### src/rtl/pit_pkg.sv
package pit_pkg;
   typedef enum logic [2:0] {
      M_TC_INT   = 3'd0,
      M_ONESHOT  = 3'd1,
      M_RATE     = 3'd2,
      M_SQUARE   = 3'd3,
      M_SW_STRB  = 3'd4,
      M_HW_STRB  = 3'd5
   } pit_mode_e;

   typedef enum logic [1:0] {
      ST_IDLE = 2'd0,
      ST_RUN  = 2'd1,
      ST_DONE = 2'd2
   } pit_state_e;
endpackage

### src/rtl/pit_load_decode.sv
module pit_load_decode
   import pit_pkg::*;
#(
   parameter int CNT_W = 16
) (
   input  logic [2:0]       raw_mode,
   input  logic [CNT_W-1:0] raw_count,
   output pit_mode_e        dec_mode,
   output logic [CNT_W:0]   dec_val
);
   localparam logic [CNT_W:0] FULL = {1'b1, {CNT_W{1'b0}}};

   generate
      if (CNT_W < 2) begin : g_bad_width
         $error("pit_load_decode: CNT_W must be at least 2");
      end
   endgenerate

   always_comb begin
      if (raw_mode[2] && raw_mode[1]) dec_mode = pit_mode_e'({1'b0, raw_mode[1:0]});
      else                            dec_mode = pit_mode_e'(raw_mode);
   end

   assign dec_val = (raw_count == '0) ? FULL : {1'b0, raw_count};
endmodule

### src/rtl/pit_gate_edge.sv
module pit_gate_edge (
   input  logic clk,
   input  logic rst,
   input  logic gate,
   output logic rise
);
   logic gate_q;

   always_ff @(posedge clk) begin
      gate_q <= gate;
   end

   assign rise = gate && !gate_q && !rst;
endmodule

### src/rtl/pit_count_core.sv
module pit_count_core
   import pit_pkg::*;
#(
   parameter int CNT_W = 16
) (
   input  logic             clk,
   input  logic             rst,
   input  logic             tick_en,
   input  logic             gate,
   input  logic             gate_rise,
   input  logic             ld_stb,
   input  pit_mode_e        ld_mode,
   input  logic [CNT_W:0]   ld_val,
   output logic [CNT_W-1:0] cnt_lo,
   output logic             out_q
);
   localparam int          VW   = CNT_W + 1;
   localparam logic [CNT_W:0] FULL = {1'b1, {CNT_W{1'b0}}};
   localparam logic [CNT_W:0] HALF = {2'b01, {(CNT_W-1){1'b0}}};
   localparam logic [CNT_W:0] ONE  = {{CNT_W{1'b0}}, 1'b1};
   localparam logic [CNT_W:0] TWO  = {{(CNT_W-1){1'b0}}, 2'b10};

   generate
      if (CNT_W < 2) begin : g_bad_width
         $error("pit_count_core: CNT_W must be at least 2");
      end
   endgenerate

   function automatic logic [CNT_W:0] hi_half(input logic [CNT_W:0] v);
      logic [VW:0] s;
      s = {1'b0, v} + 1'b1;
      return s[VW:1];
   endfunction

   function automatic logic [CNT_W:0] lo_half(input logic [CNT_W:0] v);
      logic [CNT_W:0] h;
      h = v >> 1;
      return (h == '0) ? ONE : h;
   endfunction

   pit_mode_e      mode_q;
   pit_state_e     st_q;
   logic [CNT_W:0] val_q;
   logic [CNT_W:0] reload_q;
   logic [CNT_W:0] val_dec;
   logic [CNT_W:0] dec_raw;
   logic           retrig;
   logic           strobe_mode;
   logic           os_count;

   assign dec_raw     = val_q - 1'b1;
   assign val_dec     = {1'b0, dec_raw[CNT_W-1:0]};
   assign strobe_mode = (mode_q == M_SW_STRB) || (mode_q == M_HW_STRB);
   assign retrig      = gate_rise && ((mode_q == M_ONESHOT) || (mode_q == M_HW_STRB) ||
                                      (mode_q == M_RATE)    || (mode_q == M_SQUARE));
   assign os_count    = tick_en && (((mode_q == M_TC_INT) || (mode_q == M_SW_STRB)) ? gate
                                                                                   : (st_q != ST_IDLE));

   always_ff @(posedge clk) begin
      if (rst) begin
         mode_q   <= M_SQUARE;
         st_q     <= ST_RUN;
         reload_q <= FULL;
         val_q    <= HALF;
         out_q    <= 1'b1;
      end else if (ld_stb) begin
         mode_q   <= ld_mode;
         reload_q <= ld_val;
         val_q    <= (ld_mode == M_SQUARE) ? hi_half(ld_val) : ld_val;
         out_q    <= (ld_mode != M_TC_INT);
         st_q     <= ((ld_mode == M_ONESHOT) || (ld_mode == M_HW_STRB)) ? ST_IDLE : ST_RUN;
      end else if (retrig) begin
         val_q <= (mode_q == M_SQUARE) ? hi_half(reload_q) : reload_q;
         out_q <= (mode_q != M_ONESHOT);
         st_q  <= ST_RUN;
      end else begin
         case (mode_q)
            M_RATE: begin
               if (!gate) begin
                  out_q <= 1'b1;
               end else if (tick_en) begin
                  if (val_q == ONE) begin
                     val_q <= reload_q;
                     out_q <= 1'b1;
                  end else begin
                     val_q <= val_dec;
                     if (val_q == TWO) out_q <= 1'b0;
                  end
               end
            end
            M_SQUARE: begin
               if (!gate) begin
                  out_q <= 1'b1;
               end else if (tick_en) begin
                  if (val_q == ONE) begin
                     out_q <= !out_q;
                     val_q <= out_q ? lo_half(reload_q) : hi_half(reload_q);
                  end else begin
                     val_q <= val_dec;
                  end
               end
            end
            default: begin
               if (os_count) begin
                  val_q <= val_dec;
                  if (st_q == ST_RUN && val_q == ONE) begin
                     st_q  <= ST_DONE;
                     out_q <= !strobe_mode;
                  end else if (st_q == ST_DONE) begin
                     out_q <= 1'b1;
                  end
               end
            end
         endcase
      end
   end

   assign cnt_lo = val_q[CNT_W-1:0];

   p_reset_state_r1: assert property (@(posedge clk) disable iff (rst)
      $past(rst) |-> (val_q == HALF) && out_q && (mode_q == M_SQUARE));

   p_no_tick_hold_r3: assert property (@(posedge clk) disable iff (rst)
      (!tick_en && !ld_stb && !retrig) |=> $stable(val_q));

   p_tc_stays_high_r4: assert property (@(posedge clk) disable iff (rst)
      ((mode_q == M_TC_INT || mode_q == M_ONESHOT) && st_q == ST_DONE && !ld_stb && !retrig)
      |=> out_q);

   p_idle_holds_r5: assert property (@(posedge clk) disable iff (rst)
      (st_q == ST_IDLE && !ld_stb && !retrig) |=> ($stable(val_q) && out_q));

   p_rate_low_one_r6: assert property (@(posedge clk) disable iff (rst)
      (mode_q == M_RATE && !out_q && tick_en && gate && !ld_stb && !retrig) |=> out_q);

   p_strobe_one_r8: assert property (@(posedge clk) disable iff (rst)
      (strobe_mode && !out_q && os_count && !ld_stb && !retrig) |=> out_q);

   p_gate_halt_r10: assert property (@(posedge clk) disable iff (rst)
      ((mode_q == M_TC_INT || mode_q == M_SW_STRB) && !gate && !ld_stb) |=> $stable(val_q));
endmodule

### src/rtl/pit_channel.sv
module pit_channel
   import pit_pkg::*;
#(
   parameter int CNT_W = 16
) (
   input  logic             clk,
   input  logic             rst,
   input  logic             tick_en,
   input  logic             gate,
   input  logic             ld_stb,
   input  logic [2:0]       ld_mode,
   input  logic [CNT_W-1:0] ld_count,
   output logic [CNT_W-1:0] cnt_o,
   output logic             out_o
);
   pit_mode_e      dec_mode;
   logic [CNT_W:0] dec_val;
   logic           gate_rise;

   pit_load_decode #(.CNT_W(CNT_W)) i_decode (
      .raw_mode  (ld_mode),
      .raw_count (ld_count),
      .dec_mode  (dec_mode),
      .dec_val   (dec_val)
   );

   pit_gate_edge i_edge (
      .clk  (clk),
      .rst  (rst),
      .gate (gate),
      .rise (gate_rise)
   );

   pit_count_core #(.CNT_W(CNT_W)) i_core (
      .clk       (clk),
      .rst       (rst),
      .tick_en   (tick_en),
      .gate      (gate),
      .gate_rise (gate_rise),
      .ld_stb    (ld_stb),
      .ld_mode   (dec_mode),
      .ld_val    (dec_val),
      .cnt_lo    (cnt_o),
      .out_q     (out_o)
   );

   p_zero_load_r2: assert property (@(posedge clk) disable iff (rst)
      (ld_stb && ld_count == '0 && !(ld_mode[1] && ld_mode[0])) |=> (cnt_o == '0));

   p_load_first_r12: assert property (@(posedge clk) disable iff (rst)
      (ld_stb && ld_mode == 3'd0) |=> !out_o);
endmodule

### config.mk
export PLATFORM = sky130hd
export DESIGN_NAME = pit_channel
export DESIGN_NICKNAME = d
export VERILOG_FILES = /design/src/rtl/pit_pkg.sv /design/src/rtl/pit_load_decode.sv /design/src/rtl/pit_gate_edge.sv /design/src/rtl/pit_count_core.sv /design/src/rtl/pit_channel.sv
export SDC_FILE = /design/constraint.sdc
export NUM_CORES = 1
export LEC_CHECK = 0
export CAP_MARGIN = 5
export CELL_PAD_IN_SITES_DETAIL_PLACEMENT = 2
export CELL_PAD_IN_SITES_GLOBAL_PLACEMENT = 2
export CORE_MARGIN = 4
export CORE_UTILIZATION = 30
export CTS_BUF_LIST = sky130_fd_sc_hd__clkbuf_8
export DETAILED_ROUTE_END_ITERATION = 10
export HOLD_SLACK_MARGIN = 0.05
export PLACE_DENSITY_LB_ADDON = 0.1
export SYNTH_ARGS = -nofsm -noshare
export SYNTH_HDL_FRONTEND = slang
export SYNTH_SLANG_ARGS = --single-unit
### constraint.sdc
create_clock -name clk -period 6.5 [get_ports clk]
set_clock_uncertainty 0.1 [all_clocks]
set_input_delay 1.3 -clock clk [delete_from_list [all_inputs] [get_ports clk]]
set_output_delay 1.3 -clock clk [all_outputs]
set_load 0.02 [all_outputs]
# Word level (Yosys, flattened, before mapping)
# Index checks and enable logic that the tools add are counted.
[classes] n_eq_ne=22 n_reduce_logical=29 n_mux=36 n_addsub=3
[ops] operator="17-bit 2-to-1 mux" count=13
[ops] operator="17-bit by 1-bit adder with 18-bit output (second input constant)" count=2
[ops] operator="17-bit case mux with 2 select lines" count=1
[ops] operator="17-bit by 1-bit == test with 1-bit output (second input constant)" count=1
[ops] operator="17-bit by 2-bit == test with 1-bit output (second input constant)" count=1
[ops] operator="17-bit logical NOT" count=1
[ops] operator="16-bit logical NOT" count=1
[ops] operator="16-bit 2-to-1 mux" count=1
[ops] operator="4-bit by 3-bit != test with 1-bit output (second input constant)" count=4
[ops] operator="16-bit by 1-bit subtractor with 16-bit output (second input constant)" count=1
[ops] operator="5-bit by 4-bit != test with 1-bit output (second input constant)" count=3
[ops] operator="1-bit 2-to-1 mux" count=14
[ops] operator="2-bit 2-to-1 mux" count=5
[ops] operator="3-bit by 2-bit == test with 1-bit output (second input constant)" count=3
[ops] operator="3-bit == test (second input constant)" count=3
[ops] operator="3-bit nonzero test" count=3
[ops] operator="3-bit by 1-bit == test with 1-bit output (second input constant)" count=2
[ops] operator="1-bit logical AND" count=6
[ops] operator="1-bit logical OR" count=6
[ops] operator="3-bit by 1-bit != test with 1-bit output (second input constant)" count=2
[ops] operator="6-bit by 5-bit != test with 1-bit output (second input constant)" count=1
[ops] operator="6-bit AND reduction" count=1
[ops] operator="6-bit nonzero test" count=1
[ops] operator="5-bit AND reduction" count=1
[ops] operator="other kinds (10)" count=13
[totals] out_inout_bits=17 elab_cells=96 input_bits=24 register_bits=41

# Longest topological paths before layout
# Gate-level depths: netlist of run 1.
[logic_depth] word_depth=9 mapped_depth=9 ltp_nobuf=8

# Hierarchy
# A second synthesis of run 1 with hierarchy kept.
[unflattened] cells_unflattened=605 hier_area_um2=4227.8
[modules_own_cells] mod="pit_count_core" cells_per_inst=579 seq_area_each_um2=800.8 instances=1 area_each_um2=4080.2
[modules_own_cells] mod="pit_load_decode" cells_per_inst=24 seq_area_each_um2=0.0 instances=1 area_each_um2=115.1
[modules_own_cells] mod="pit_gate_edge" cells_per_inst=2 seq_area_each_um2=20.0 instances=1 area_each_um2=32.5

# Worst setup path before layout of run 1
# No wires, ideal clock.
[synth_path] path_kind="input port to flip-flop" startpoint="in rst" endpoint="reg i_core.val_q[7]" required_time_ns=6.272 setup_time_ns=0.128 slack_ns=3.402 cell_stages=7 arrival_time_ns=2.870 n_path_buf=1 path_cell_list="nor3b_1 nand3_1 a32oi_2 clkbuf_1 o221ai_1 o32ai_1 nor2_1"
[synth_via] elab_chain_cells=5 elab_cells_between_ends=11 classes_between="eq/ne: 4; mux: 2; reduce/logical: 5"
[synth_lines] element="start, declared" line="pit_channel.sv:7" rtl="input logic rst,"
[synth_lines] element="1-bit logical NOT" line="pit_gate_edge.sv:13" rtl="assign rise = gate && !gate_q && !rst;"
[synth_lines] element="1-bit logical AND" line="pit_gate_edge.sv:13"
[synth_lines] element="1-bit logical AND" line="pit_count_core.sv:54" rtl="assign retrig = gate_rise && ((mode_q == M_ONESHOT) || (mode_q == M_HW_STRB) ||"
[synth_lines] element="4-bit by 3-bit != test with 1-bit output (no line), or another cell as far along"
[synth_lines] element="5-bit AND reduction (no line) or 17-bit 2-to-1 mux (tied branches)"
[synth_lines] element="end signal, assigned" line="pit_count_core.sv:69" rtl="val_q <= (ld_mode == M_SQUARE) ? hi_half(ld_val) : ld_val;"
[synth_lines] element="end signal, assigned" line="pit_count_core.sv:73" rtl="val_q <= (mode_q == M_SQUARE) ? hi_half(reload_q) : reload_q;"
[synth_lines] element="end signal, assigned" line="pit_count_core.sv:83" rtl="val_q <= reload_q;"
[synth_lines] element="end, declared" line="pit_count_core.sv:43" rtl="logic [CNT_W:0] val_q;"
# Parallel ways exist; a longest one is shown, timed or not.
# A chain may end at the register's enable or synchronous reset.

# Worst setup path in the final report of run 1
# Same ends and word-level chain as after synthesis.

==> impl_results.html, run 1 <==
<table>
<tr><th>Metric</th><th>Value</th></tr>
<tr><th colspan="2">STA</th></tr>
<tr><td>Final slew viol count</td><td>0</td></tr>
<tr><td>Fin Setup TNS</td><td>0 ps</td></tr>
<tr><td>Fraction of the cycle the final worst path needs</td><td>0.656</td></tr>
<tr><td>Shortest period the worst path allows</td><td>between 4000 and 5000 ps</td></tr>
<tr><td>Worst slack on hold paths</td><td>421 ps</td></tr>
<tr><td>Hold Vio Cnt, Final</td><td>0</td></tr>
<tr><td>Headroom to the max-slew limit</td><td>0.272</td></tr>
<tr><td>Unrepaired setup endpoints after global routing</td><td>false</td></tr>
<tr><td>Slew at the pin closest to its max-slew limit</td><td>1090 ps</td></tr>
<tr><td>Least setup slack across all paths after layout</td><td>~2200 ps</td></tr>
<tr><td>Final Setup Violations</td><td>0</td></tr>
<tr><td>Max Clk Rate</td><td>234 MHz</td></tr>
<tr><th colspan="2">Floorplanning</th></tr>
<tr><td>Floorplan core area</td><td>approximately 0.013 mm²</td></tr>
<tr><td>I/O pin count</td><td>between 40 and 50</td></tr>
<tr><td>DIE AREA</td><td>0.0154 mm²</td></tr>
<tr><td>Total number of placement rows</td><td>42</td></tr>
<tr><td>Effective utilization at floorplan</td><td>0.306</td></tr>
<tr><td>Die width</td><td>124 µm</td></tr>
<tr><td>Height of the die</td><td>124 µm</td></tr>
<tr><th colspan="2">Power and ir drop</th></tr>
<tr><td>Leak</td><td>between 1 and 1.5 nW</td></tr>
<tr><td>Total power divided by cell area</td><td>approximately 180 mW/mm²</td></tr>
<tr><td>Worst vdd ir</td><td>0.0604 mV</td></tr>
<tr><td>Total Power</td><td>0.793 mW</td></tr>
<tr><th colspan="2">GRT</th></tr>
<tr><td>Grt total ovfl</td><td>0</td></tr>
<tr><td>Via count of the first global-routing pass</td><td>4454</td></tr>
<tr><td>Global-route usage over all layers</td><td>0.221</td></tr>
<tr><td>Global-route wire length before repair</td><td>27.6 mm</td></tr>
<tr><td>Number of antenna violations at the first check in global routing</td><td>0</td></tr>
<tr><td>Largest net degree at the start of global routing</td><td>40</td></tr>
<tr><th colspan="2">Yosys</th></tr>
<tr><td>Synth Area in Compound Gates</td><td>0.295</td></tr>
<tr><td>Cell type with the highest aggregate area in the netlist</td><td>dfxtp_1</td></tr>
<tr><td>Number of warnings reported in the yosys synthesis log</td><td>0</td></tr>
<tr><td>Cell area after synthesis</td><td>0.00405 mm²</td></tr>
<tr><td>Synthesized-area fraction occupied by xor and xnor cells</td><td>0.0476</td></tr>
<tr><td>Share of flip-flops with an asynchronous set or reset after synthesis</td><td>0</td></tr>
<tr><td>Number of cells produced by synthesis</td><td>569</td></tr>
<tr><td>Number of enable flip-flop cells after synthesis</td><td>0</td></tr>
<tr><td>Top cells by area, synth</td><td>dfxtp_1 (20%), mux2i_1 (5.7%), nor2_1 (5.6%), nand2_1 (4.6%), clkbuf_1 (4.4%)</td></tr>
<tr><td>Post-Synthesis Mean Instance Area</td><td>7.12 µm²</td></tr>
<tr><td>Mux contribution to synthesized area</td><td>0.0568</td></tr>
<tr><td>Fraction of post-synthesis cell area in the top cell type by area</td><td>0.203</td></tr>
<tr><td>Adder and majority gate portion of the synthesized area</td><td>0.0185</td></tr>
<tr><td>Flip-flop and latch count after synthesis</td><td>41</td></tr>
<tr><td>Nets in the synthesized netlist</td><td>599</td></tr>
<tr><td>Number of library cell types mapped by synthesis</td><td>66</td></tr>
<tr><td>Most instantiated flip-flop cell in the synthesis netlist</td><td>dfxtp_1</td></tr>
<tr><td>Main combinational cell family by area after synthesis</td><td>compound AO/OA/AOI/OAI gates</td></tr>
<tr><td>Part of the Yosys area used for sequential elements</td><td>0.203</td></tr>
<tr><td>Post-synthesis simple-gate area fraction</td><td>0.282</td></tr>
<tr><th colspan="2">Detailed routing</th></tr>
<tr><td>Met1 wire length</td><td>8.28 mm</td></tr>
<tr><td>Drt wl/cell</td><td>24.0 µm</td></tr>
<tr><td>Routed length on met2</td><td>8.03 mm</td></tr>
<tr><td>Number of iterations in the first detailed-routing pass</td><td>5</td></tr>
<tr><td>Via density per instance</td><td>6.07</td></tr>
<tr><td>Routed length on met3</td><td>986 µm</td></tr>
<tr><td>Routed wire length</td><td>17.5 mm</td></tr>
<tr><td>Antenna violation net count after detailed routing</td><td>0</td></tr>
<tr><td>Top sig layer</td><td>met4</td></tr>
<tr><td>Detailed router's first-iteration violation count</td><td>approximately 400</td></tr>
<tr><td>Residual DRC</td><td>0</td></tr>
<tr><td>Vias post-DR</td><td>about 4400</td></tr>
<tr><th colspan="2">Clocking</th></tr>
<tr><td>Num CTS Buffers</td><td>5</td></tr>
<tr><td>Hold bufs inserted after CTS</td><td>0</td></tr>
<tr><td>TritonCTS clock tree</td><td>built</td></tr>
<tr><td>CTS H-tree depth</td><td>2</td></tr>
<tr><td>Buffers inserted by post-CTS timing repair</td><td>0</td></tr>
<tr><td>Max clock buf depth</td><td>2</td></tr>
<tr><td>Insertion delay of the later-clocked pin in the worst-skew pair</td><td>around 320 ps</td></tr>
<tr><td>Root buffer cell</td><td>clkbuf_8</td></tr>
<tr><td>Clk sink count</td><td>41</td></tr>
<tr><td>Number of gates given a new drive strength after cts</td><td>0</td></tr>
<tr><td>Clock slew at reported path FFs</td><td>approximately 90 ps</td></tr>
<tr><th colspan="2">Min path</th></tr>
<tr><td>Worst Hold Endpoint</td><td>i_core.st_q[1]</td></tr>
<tr><td>Hold WC Path Type</td><td>register to register</td></tr>
<tr><td>Number of stages on the worst hold path</td><td>2</td></tr>
<tr><td>Startpoint of the worst hold path</td><td>i_core.st_q[1]</td></tr>
<tr><th colspan="2">Cells and area</th></tr>
<tr><td>Area growth from synthesis to layout</td><td>9.76%</td></tr>
<tr><td>Number of diodes added for antenna fixing</td><td>0</td></tr>
<tr><td>Layout Cells excl Fill</td><td>roughly 730</td></tr>
<tr><td>Fraction of layout instances using a drive strength above 1</td><td>0.0417</td></tr>
<tr><td>Most common cell after layout, fill and taps aside</td><td>nor2_1</td></tr>
<tr><td>Number of filler cells placed in the layout</td><td>approximately 1600</td></tr>
<tr><td>Final Net Count</td><td>581</td></tr>
<tr><td>Most frequent cells in the layout</td><td>nor2_1 (60), nand2_1 (50), dfxtp_1 (41)</td></tr>
<tr><td>Fin area</td><td>about 0.0044 mm²</td></tr>
<tr><td>Final core occ</td><td>0.336</td></tr>
<tr><th colspan="2">Placed design</th></tr>
<tr><td>Worst-case setup slack after placement</td><td>1960 ps</td></tr>
<tr><td>Weighted congestion reported at the end of routability-driven placement</td><td>0.889</td></tr>
<tr><td>Port Buf Inserts</td><td>40</td></tr>
<tr><td>Placed cells</td><td>720</td></tr>
<tr><td>Half-perimeter wire length after detailed placement</td><td>13.1 mm</td></tr>
<tr><td>Cell Area, Placed</td><td>0.00437 mm²</td></tr>
<tr><th colspan="2">Critical path</th></tr>
<tr><td>Endpoint of the worst-slack reg-to-reg timing path</td><td>i_core.val_q[15]</td></tr>
<tr><td>Crit path kind</td><td>input port to register</td></tr>
<tr><td>Worst setup EP type</td><td>register</td></tr>
<tr><td>Startpoint class of the critical path</td><td>input port</td></tr>
<tr><td>Register-to-register path setup slack</td><td>3100 ps</td></tr>
<tr><td>Arrival time worst endpoint</td><td>4350 ps</td></tr>
<tr><td>Number of cells traversed by the worst register-to-register path</td><td>7</td></tr>
<tr><td>Critical path required time</td><td>~6600 ps</td></tr>
<tr><td>Maximum fanout count along the critical path</td><td>32</td></tr>
<tr><td>R2r startpoint</td><td>i_core.reload_q[1]</td></tr>
<tr><th colspan="2">Run</th></tr>
<tr><td>Max-capacitance violation count</td><td>0</td></tr>
<tr><th colspan="2">Outcome</th></tr>
<tr><td>Run status</td><td>finished, final reports clean</td></tr>
</table>
flip-flops by register name, indices dropped and copies added (netlist names):
| signal | flops |
|---|---|
| i_core.reload_q | 17 |
| i_core.val_q | 17 |
| i_core.mode_q | 3 |
| i_core.st_q | 2 |
| i_core.out_q | 1 |
| i_edge.gate_q | 1 |
metal layers:
| layer | GRT usage | up-vias |
|---|---|---|
| met5 | 0 | - |
| met4 | 0.0393 | 0 |
| li1 | - | 2103 |
| met2 | 0.351 | 126 |
| met3 | 0.0292 | 7 |
| met1 | 0.323 | 2181 |
where the power goes:
| part | total [mW] | switching, mW | internal (mW) |
|---|---|---|---|
| registers | 0.319 | 0.0465 | 0.273 |
| clock network | 0.174 | 0.102 | 0.0720 |
| logic | 0.300 | 0.181 | 0.119 |
worst max-delay path, stage by stage:
cell and delay, ps:
clkdlybuf4s50_1 410, buf_4 260, nor3b_1 450, nand3_1 320, a32oi_2 940, o221ai_1 290, o32ai_1 310, nor2_1 60
worst max path at each step:
stage	from	endpoint	slack [ps]	depth (start not counted)
after floorplan	rst	i_core.val_q[7]	3400	7
after global placement	rst	i_core.val_q[7]	2110	8
after detailed placement	rst	i_core.val_q[7]	1960	8
after CTS	rst	i_core.val_q[7]	2260	8
after global routing	rst	i_core.val_q[7]	1940	8
final	rst	i_core.val_q[7]	2230	8
synth_stat cells (3+ instances only):
library cell,instances
o41ai_1,5
o31ai_1,7
clkbuf_1,47
o21ai_0,30
a21oi_1,29
nor4_1,18
nor3_1,14
a211o_1,4
xnor2_1,12
a41oi_1,3
o2111ai_1,6
a211oi_1,9
o22ai_1,4
a31oi_1,12
nand4_1,15
buf_4,16
nand2_1,50
a311oi_1,3
or4_1,4
nand3_1,28
ha_1,6
xor2_1,10
a32oi_1,7
mux2i_1,23
nor2_1,60
o31a_1,5
inv_1,14
o311ai_0,4
and3_1,5
dfxtp_1,41
o221ai_1,6
o221a_1,4
nor2b_1,4
buf_1,5
o211ai_1,8
or3_1,7
logic make-up after synthesis:
family | count (synthesis)
multiplexers | 23
buffers and inverters | 85
adder cells (fa/ha/maj) | 6
AO/OA/AOI/OAI | 166
AND/OR/NAND/NOR | 226
flip-flops | 41
XOR/XNOR | 22
final cells by class:
type                       count  area [µm²]  share of cell area
clock buffer                   5        68.8              0.0155
clock inverter                 3        11.3             0.00253
inverter                      15        56.3              0.0127
multi-input combinational    443        2840               0.638
sequential                    41         821               0.185
tap                          176         220              0.0495
timing repair buffer          45         433              0.0974
No activity file was read; power rests on OpenSTA's default activity.
==> inputs of run 2 (changes only) <==
==> constraint.sdc (replaced) <==
create_clock -name clk -period 4.2 [get_ports clk]
set_clock_uncertainty 0.1 [all_clocks]
set_input_delay 0.84 -clock clk [delete_from_list [all_inputs] [get_ports clk]]
set_output_delay 0.84 -clock clk [all_outputs]
set_load 0.02 [all_outputs]
==> impl_results.html, run 2 (same netlist as run 1, synthesis figures left out) <==
<table>
<tr><th>Metric</th><th>Value</th></tr>
<tr><th colspan="2">Outcome</th></tr>
<tr><td>Run status</td><td>finished, final reports clean</td></tr>
<tr><th colspan="2">Clocking</th></tr>
<tr><td>Buffers inserted by post-CTS timing repair</td><td>0 (unchanged)</td></tr>
<tr><td>Clk sink count</td><td>41 (unchanged)</td></tr>
<tr><td>Root buffer cell</td><td>clkbuf_8</td></tr>
<tr><td>Num CTS Buffers</td><td>5 (unchanged)</td></tr>
<tr><td>Clock slew at reported path FFs</td><td>90 ps (about the same)</td></tr>
<tr><td>Hold bufs inserted after CTS</td><td>0 (unchanged)</td></tr>
<tr><td>CTS H-tree depth</td><td>2 (unchanged)</td></tr>
<tr><td>Insertion delay of the later-clocked pin in the worst-skew pair</td><td>320 ps (about the same)</td></tr>
<tr><td>Number of gates given a new drive strength after cts</td><td>0 (unchanged)</td></tr>
<tr><td>TritonCTS clock tree</td><td>built</td></tr>
<tr><td>Max clock buf depth</td><td>2 (unchanged)</td></tr>
<tr><th colspan="2">STA</th></tr>
<tr><td>Max Clk Rate</td><td>about 310 MHz</td></tr>
<tr><td>Fraction of the cycle the final worst path needs</td><td>0.768</td></tr>
<tr><td>Shortest period the worst path allows</td><td>3230 ps</td></tr>
<tr><td>Final Setup Violations</td><td>0 (unchanged)</td></tr>
<tr><td>Fin Setup TNS</td><td>0 ps (unchanged)</td></tr>
<tr><td>Slew at the pin closest to its max-slew limit</td><td>791 ps (-301 ps)</td></tr>
<tr><td>Least setup slack across all paths after layout</td><td>972 ps (-1260 ps)</td></tr>
<tr><td>Unrepaired setup endpoints after global routing</td><td>false</td></tr>
<tr><td>Headroom to the max-slew limit</td><td>0.471 (+0.199)</td></tr>
<tr><td>Final slew viol count</td><td>0 (unchanged)</td></tr>
<tr><td>Hold Vio Cnt, Final</td><td>0 (unchanged)</td></tr>
<tr><th colspan="2">Power and ir drop</th></tr>
<tr><td>Leak</td><td>1.49 nW (+2.3%)</td></tr>
<tr><td>Total power divided by cell area</td><td>291 mW/mm² (+63%)</td></tr>
<tr><td>Worst vdd ir</td><td>0.104 mV (+73%)</td></tr>
<tr><td>Total Power</td><td>1.32 mW (+66%)</td></tr>
<tr><th colspan="2">Cells and area</th></tr>
<tr><td>Number of diodes added for antenna fixing</td><td>0 (unchanged)</td></tr>
<tr><td>Area growth from synthesis to layout</td><td>11.6%</td></tr>
<tr><td>Fraction of layout instances using a drive strength above 1</td><td>0.0573 (+0.0157)</td></tr>
<tr><td>Registers with the most flip-flops</td><td>i_core.reload_q (17), i_core.val_q (17), i_core.mode_q (3)</td></tr>
<tr><td>Storage cell area</td><td>821 µm² (unchanged)</td></tr>
<tr><td>Final Net Count</td><td>588 (+1.2%)</td></tr>
<tr><td>Area occupied by multi-input gates</td><td>0.00284 mm² (unchanged)</td></tr>
<tr><td>Number of filler cells placed in the layout</td><td>1574 (-3.0%)</td></tr>
<tr><td>Most common cell after layout, fill and taps aside</td><td>nor2_1</td></tr>
<tr><td>Most frequent cells in the layout</td><td>nor2_1 (60), nand2_1 (50), dfxtp_1 (41)</td></tr>
<tr><th colspan="2">Critical path</th></tr>
<tr><td>Crit path kind</td><td>register to register</td></tr>
<tr><td>Startpoint class of the critical path</td><td>register</td></tr>
<tr><td>Worst setup EP type</td><td>register</td></tr>
<tr><td>Register-to-register path setup slack</td><td>970 ps (-2130 ps)</td></tr>
<tr><td>Arrival time worst endpoint</td><td>3370 ps (-980 ps)</td></tr>
<tr><td>Critical path required time</td><td>4340 ps (-2250 ps)</td></tr>
<tr><td>Maximum fanout count along the critical path</td><td>10 (-69%)</td></tr>
<tr><th colspan="2">Placed design</th></tr>
<tr><td>Weighted congestion reported at the end of routability-driven placement</td><td>0.881 (-0.90%)</td></tr>
<tr><td>Port Buf Inserts</td><td>40 (unchanged)</td></tr>
<tr><td>Half-perimeter wire length after detailed placement</td><td>13.6 mm (+3.6%)</td></tr>
<tr><td>Worst-case setup slack after placement</td><td>733 ps (-1230 ps)</td></tr>
<tr><th colspan="2">Run</th></tr>
<tr><td>Max-capacitance violation count</td><td>0 (unchanged)</td></tr>
<tr><th colspan="2">Floorplanning</th></tr>
<tr><td>Height of the die</td><td>124 µm (unchanged)</td></tr>
<tr><td>DIE AREA</td><td>0.0154 mm² (unchanged)</td></tr>
<tr><td>Die width</td><td>124 µm (unchanged)</td></tr>
<tr><td>I/O pin count</td><td>41 (unchanged)</td></tr>
<tr><td>Total number of placement rows</td><td>42 (unchanged)</td></tr>
<tr><td>Floorplan core area</td><td>0.0132 mm² (unchanged)</td></tr>
<tr><td>Effective utilization at floorplan</td><td>0.306 (unchanged)</td></tr>
<tr><th colspan="2">Detailed routing</th></tr>
<tr><td>Vias post-DR</td><td>4551 (+3.0%)</td></tr>
<tr><td>Residual DRC</td><td>0 (unchanged)</td></tr>
<tr><td>Drt wl/cell</td><td>24.6 µm (+2.5%)</td></tr>
<tr><td>Antenna violation net count after detailed routing</td><td>0 (unchanged)</td></tr>
<tr><td>Via density per instance</td><td>6.20 (+2.2%)</td></tr>
<tr><td>Detailed router's first-iteration violation count</td><td>328 (-20%)</td></tr>
<tr><td>Number of iterations in the first detailed-routing pass</td><td>4 (-1)</td></tr>
<tr><td>Routed wire length</td><td>18.0 mm (+3.4%)</td></tr>
<tr><th colspan="2">GRT</th></tr>
<tr><td>Grt total ovfl</td><td>0 (unchanged)</td></tr>
<tr><td>Global-route usage over all layers</td><td>0.231 (+0.00971)</td></tr>
<tr><td>Number of antenna violations at the first check in global routing</td><td>0 (unchanged)</td></tr>
<tr><td>Largest net degree at the start of global routing</td><td>32 (-20%)</td></tr>
<tr><td>Via count of the first global-routing pass</td><td>4723 (+6.0%)</td></tr>
<tr><td>Global-route wire length before repair</td><td>28.6 mm (+3.5%)</td></tr>
<tr><th colspan="2">Min path</th></tr>
<tr><td>Hold WC Path Type</td><td>register to register</td></tr>
</table>
-- run 2: final cells by class --
| type | count | share of cell area |
|---|---|---|
| multi-input cells | 443 | 0.627 |
| flip-flops and latches | 41 | 0.181 |
| repair buffers | 52 | 0.107 |
| well taps | 176 | 0.0487 |
| clock buffers | 5 | 0.0152 |
| inverters | 15 | 0.0124 |
| clock inverters | 2 | 0.00775 |
-- run 2: power breakdown --
part           switching (mW)  total [mW]  internal [mW]
registers              0.0815       0.504          0.422
clock network           0.163       0.336          0.173
logic                   0.285       0.475          0.190
total                   0.529        1.32          0.786
-- run 2: stage by stage --
step / hold slack, ps / utilization / std cells / area, µm²
after detailed placement: 412 / 0.334 / 727 / 4420
after global placement: 393 / 0.334 / 727 / 4420
after floorplan: 368 / - / 569 / 4050
final: 422 / 0.342 / 734 / 4520
after global routing: 462 / 0.342 / 734 / 4520
after CTS: 428 / 0.342 / 734 / 4520
-- run 2: worst max-delay path, cell delays in order (launching register included) --
cell	delay, ps
dfxtp_1	600
ha_1	380
nand4_1	130
buf_4	220
or4_1	640
or3_1	350
a2111oi_0	470
a211oi_1	100
a31oi_1	180
-- run 2: worst paths after layout --
path                       from               end  cells after the start
min reg2reg      i_core.st_q[1]    i_core.st_q[1]                      2
max reg2reg  i_core.reload_q[1]  i_core.val_q[15]                      8
max          i_core.reload_q[1]  i_core.val_q[15]                      8
min              i_core.st_q[1]    i_core.st_q[1]                      2
-- run 2: layer usage --
metal	global-route usage	wire length, µm	share of wire	up-vias
li1	-	-	-	2109
met1	0.322	8350	0.46	2302
met2	0.376	8400	0.47	124
met3	0.0404	1050	0.058	16
met4	0.0445	247	0.014	0
met5	0	0	0	-
==> inputs of run 3 (changes only) <==
==> constraint.sdc (replaced) <==
create_clock -name clk -period 3.22 [get_ports clk]
set_clock_uncertainty 0.1 [all_clocks]
set_input_delay 0.644 -clock clk [delete_from_list [all_inputs] [get_ports clk]]
set_output_delay 0.644 -clock clk [all_outputs]
set_load 0.02 [all_outputs]
==> impl_results.html, run 3 (same netlist as run 1, synthesis figures left out) <==
<table>
<tr><th>Metric</th><th>Value</th></tr>
<tr><th colspan="2">Critical path</th></tr>
<tr><td>Startpoint class of the critical path</td><td>register</td></tr>
<tr><td>Worst setup EP type</td><td>register</td></tr>
<tr><td>Max stage delay on crit path</td><td>720 ps (+80 ps)</td></tr>
<tr><td>Maximum fanout count along the critical path</td><td>10 (unchanged)</td></tr>
<tr><td>CP Cell Sequence</td><td>nand2_1 &gt; or4_1 &gt; or3_1 &gt; a2111oi_0 &gt; a211oi_1 &gt; a31oi_1</td></tr>
<tr><td>Number of buffer and inverter instances along the worst setup path</td><td>0 (-1)</td></tr>
<tr><td>Cell family with the largest share of critical-path delay</td><td>simple AND/OR/NAND/NOR gates</td></tr>
<tr><td>Critical path required time</td><td>3390 ps (-950 ps)</td></tr>
<tr><td>Arrival time worst endpoint</td><td>3150 ps (-220 ps)</td></tr>
<tr><td>Crit path kind</td><td>register to register</td></tr>
<tr><td>Cell at the slowest stage of the critical path</td><td>a2111oi_0</td></tr>
<tr><th colspan="2">Placed design</th></tr>
<tr><td>Weighted congestion reported at the end of routability-driven placement</td><td>0.928 (+5.3%)</td></tr>
<tr><td>Port Buf Inserts</td><td>40 (unchanged)</td></tr>
<tr><td>Worst-case setup slack after placement</td><td>50.1 ps (-683 ps)</td></tr>
<tr><td>Half-perimeter wire length after detailed placement</td><td>14.4 mm (+6.3%)</td></tr>
<tr><td>Cell Area, Placed</td><td>0.00477 mm² (+7.9%)</td></tr>
<tr><th colspan="2">Clocking</th></tr>
<tr><td>Clock slew at reported path FFs</td><td>90 ps (about the same)</td></tr>
<tr><td>Root buffer cell</td><td>clkbuf_8</td></tr>
<tr><td>Insertion delay of the later-clocked pin in the worst-skew pair</td><td>330 ps (about the same)</td></tr>
<tr><td>Clk sink count</td><td>41 (unchanged)</td></tr>
<tr><td>Buffers inserted by post-CTS timing repair</td><td>0 (unchanged)</td></tr>
<tr><td>CTS H-tree depth</td><td>2 (unchanged)</td></tr>
<tr><td>Max clock buf depth</td><td>2 (unchanged)</td></tr>
<tr><td>Hold bufs inserted after CTS</td><td>0 (unchanged)</td></tr>
<tr><td>Number of gates given a new drive strength after cts</td><td>0 (unchanged)</td></tr>
<tr><td>TritonCTS clock tree</td><td>built</td></tr>
<tr><td>Num CTS Buffers</td><td>5 (unchanged)</td></tr>
<tr><th colspan="2">Cells and area</th></tr>
<tr><td>Fraction of layout instances using a drive strength above 1</td><td>0.129 (+0.0718)</td></tr>
<tr><td>Storage cell area</td><td>821 µm² (unchanged)</td></tr>
<tr><td>Most frequent cells in the layout</td><td>nor2_1 (60), buf_4 (56), nand2_1 (50)</td></tr>
<tr><td>Most common cell after layout, fill and taps aside</td><td>nor2_1</td></tr>
<tr><td>Fin area</td><td>0.00487 mm² (+7.7%)</td></tr>
<tr><td>Area occupied by multi-input gates</td><td>0.00284 mm² (unchanged)</td></tr>
<tr><td>Final Net Count</td><td>633 (+7.7%)</td></tr>
<tr><td>Area growth from synthesis to layout</td><td>20.2%</td></tr>
<tr><td>Registers with the most flip-flops</td><td>i_core.reload_q (17), i_core.val_q (17), i_core.mode_q (3)</td></tr>
<tr><td>Number of filler cells placed in the layout</td><td>1619 (+2.9%)</td></tr>
<tr><td>Number of diodes added for antenna fixing</td><td>0 (unchanged)</td></tr>
<tr><th colspan="2">Power and ir drop</th></tr>
<tr><td>Leak</td><td>1.71 nW (+15%)</td></tr>
<tr><td>Worst vdd ir</td><td>0.123 mV (+18%)</td></tr>
<tr><td>Total power divided by cell area</td><td>354 mW/mm² (+22%)</td></tr>
<tr><th colspan="2">STA</th></tr>
<tr><td>Shortest period the worst path allows</td><td>2980 ps (-248 ps)</td></tr>
<tr><td>Unrepaired setup endpoints after global routing</td><td>false</td></tr>
<tr><td>Max Clk Rate</td><td>336 MHz (+8.3%)</td></tr>
<tr><td>Final Setup Violations</td><td>0 (unchanged)</td></tr>
<tr><td>Fraction of the cycle the final worst path needs</td><td>0.925 (+0.157)</td></tr>
<tr><td>Slew at the pin closest to its max-slew limit</td><td>754 ps (-36.7 ps)</td></tr>
<tr><td>Final slew viol count</td><td>0 (unchanged)</td></tr>
<tr><td>Headroom to the max-slew limit</td><td>0.484 (+0.0134)</td></tr>
<tr><td>Least setup slack across all paths after layout</td><td>240 ps (-732 ps)</td></tr>
<tr><td>Hold Vio Cnt, Final</td><td>0 (unchanged)</td></tr>
<tr><td>Fin Setup TNS</td><td>0 ps (unchanged)</td></tr>
<tr><th colspan="2">Detailed routing</th></tr>
<tr><td>Drt wl/cell</td><td>23.7 µm (-3.7%)</td></tr>
<tr><td>Routed wire length</td><td>18.5 mm (+2.4%)</td></tr>
<tr><td>Vias post-DR</td><td>4671 (+2.6%)</td></tr>
<tr><td>Residual DRC</td><td>0 (unchanged)</td></tr>
<tr><td>Number of iterations in the first detailed-routing pass</td><td>5 (+1)</td></tr>
<tr><td>Detailed router's first-iteration violation count</td><td>398 (+21%)</td></tr>
<tr><td>Antenna violation net count after detailed routing</td><td>0 (unchanged)</td></tr>
<tr><td>Via density per instance</td><td>5.99 (-3.4%)</td></tr>
<tr><th colspan="2">Outcome</th></tr>
<tr><td>Run status</td><td>finished, final reports clean</td></tr>
<tr><th colspan="2">Min path</th></tr>
<tr><td>Hold WC Path Type</td><td>register to register</td></tr>
<tr><th colspan="2">Floorplanning</th></tr>
<tr><td>Total number of placement rows</td><td>42 (unchanged)</td></tr>
<tr><td>I/O pin count</td><td>41 (unchanged)</td></tr>
<tr><td>DIE AREA</td><td>0.0154 mm² (unchanged)</td></tr>
<tr><td>Floorplan core area</td><td>0.0132 mm² (unchanged)</td></tr>
<tr><td>Die width</td><td>124 µm (unchanged)</td></tr>
<tr><td>Effective utilization at floorplan</td><td>0.306 (unchanged)</td></tr>
<tr><td>Height of the die</td><td>124 µm (unchanged)</td></tr>
<tr><th colspan="2">GRT</th></tr>
<tr><td>Global-route wire length before repair</td><td>29.3 mm (+2.6%)</td></tr>
<tr><td>Grt total ovfl</td><td>0 (unchanged)</td></tr>
<tr><td>Number of antenna violations at the first check in global routing</td><td>0 (unchanged)</td></tr>
<tr><td>Global-route usage over all layers</td><td>0.237 (+0.00660)</td></tr>
<tr><td>Via count of the first global-routing pass</td><td>4881 (+3.3%)</td></tr>
<tr><td>Largest net degree at the start of global routing</td><td>32 (unchanged)</td></tr>
<tr><th colspan="2">Run</th></tr>
<tr><td>Max-capacitance violation count</td><td>0 (unchanged)</td></tr>
</table>
run 3: where the power goes:
part | switching (mW) | internal, mW
logic | 0.410 | 0.284
clock network | 0.220 | 0.194
registers | 0.0665 | 0.551
total | 0.696 | 1.03
run 3: path summary, 6_finish.rpt:
| kind | start | endpoint | slack, ps | cells after the start |
|---|---|---|---|---|
| worst max register to register | i_core.reload_q[6] | i_core.val_q[15] | 240 | 6 |
| worst max-delay path | i_core.reload_q[6] | i_core.val_q[15] | 240 | 6 |
| worst min-delay path | i_core.st_q[1] | i_core.st_q[1] | 430 | 2 |
| worst min register to register | i_core.st_q[1] | i_core.st_q[1] | 430 | 2 |
run 3: tightest hold or removal path: stages (launching register included):
cell	delay (ps)
dfxtp_1	350
inv_1	80
a211oi_1	60
run 3: final cells by class:
| class | count | share of cell area |
|---|---|---|
| Clock buffer | 7 | 0.0198 |
| Tap cell | 176 | 0.0452 |
| Timing Repair Buffer | 97 | 0.172 |
| Inverter | 15 | 0.0116 |
| Multi-Input combinational cell | 443 | 0.582 |
| Clock inverter | 1 | 0.00103 |
| Sequential cell | 41 | 0.169 |
run 3: through the flow:
stage / hold slack (ps) / instances / power, mW / utilization
3_3_place_gp: 406 / 772 / 1.30 / 0.360
6_report: 430 / 780 / 1.73 / 0.368
5_1_grt: 461 / 780 / 1.83 / 0.368
2_1_floorplan: 368 / 569 / 1.06 / -
4_1_cts: 429 / 780 / 1.75 / 0.368
3_5_place_dp: 413 / 772 / 1.32 / 0.360
run 3: routing by layer:
| metal | vias up | part of all wire | track usage |
|---|---|---|---|
| met2 | 142 | 0.46 | 0.386 |
| li1 | 2199 | - | - |
| met4 | 0 | 0.023 | 0.0645 |
| met3 | 21 | 0.053 | 0.0425 |
| met5 | - | 0 | 0 |
| met1 | 2309 | 0.46 | 0.324 |
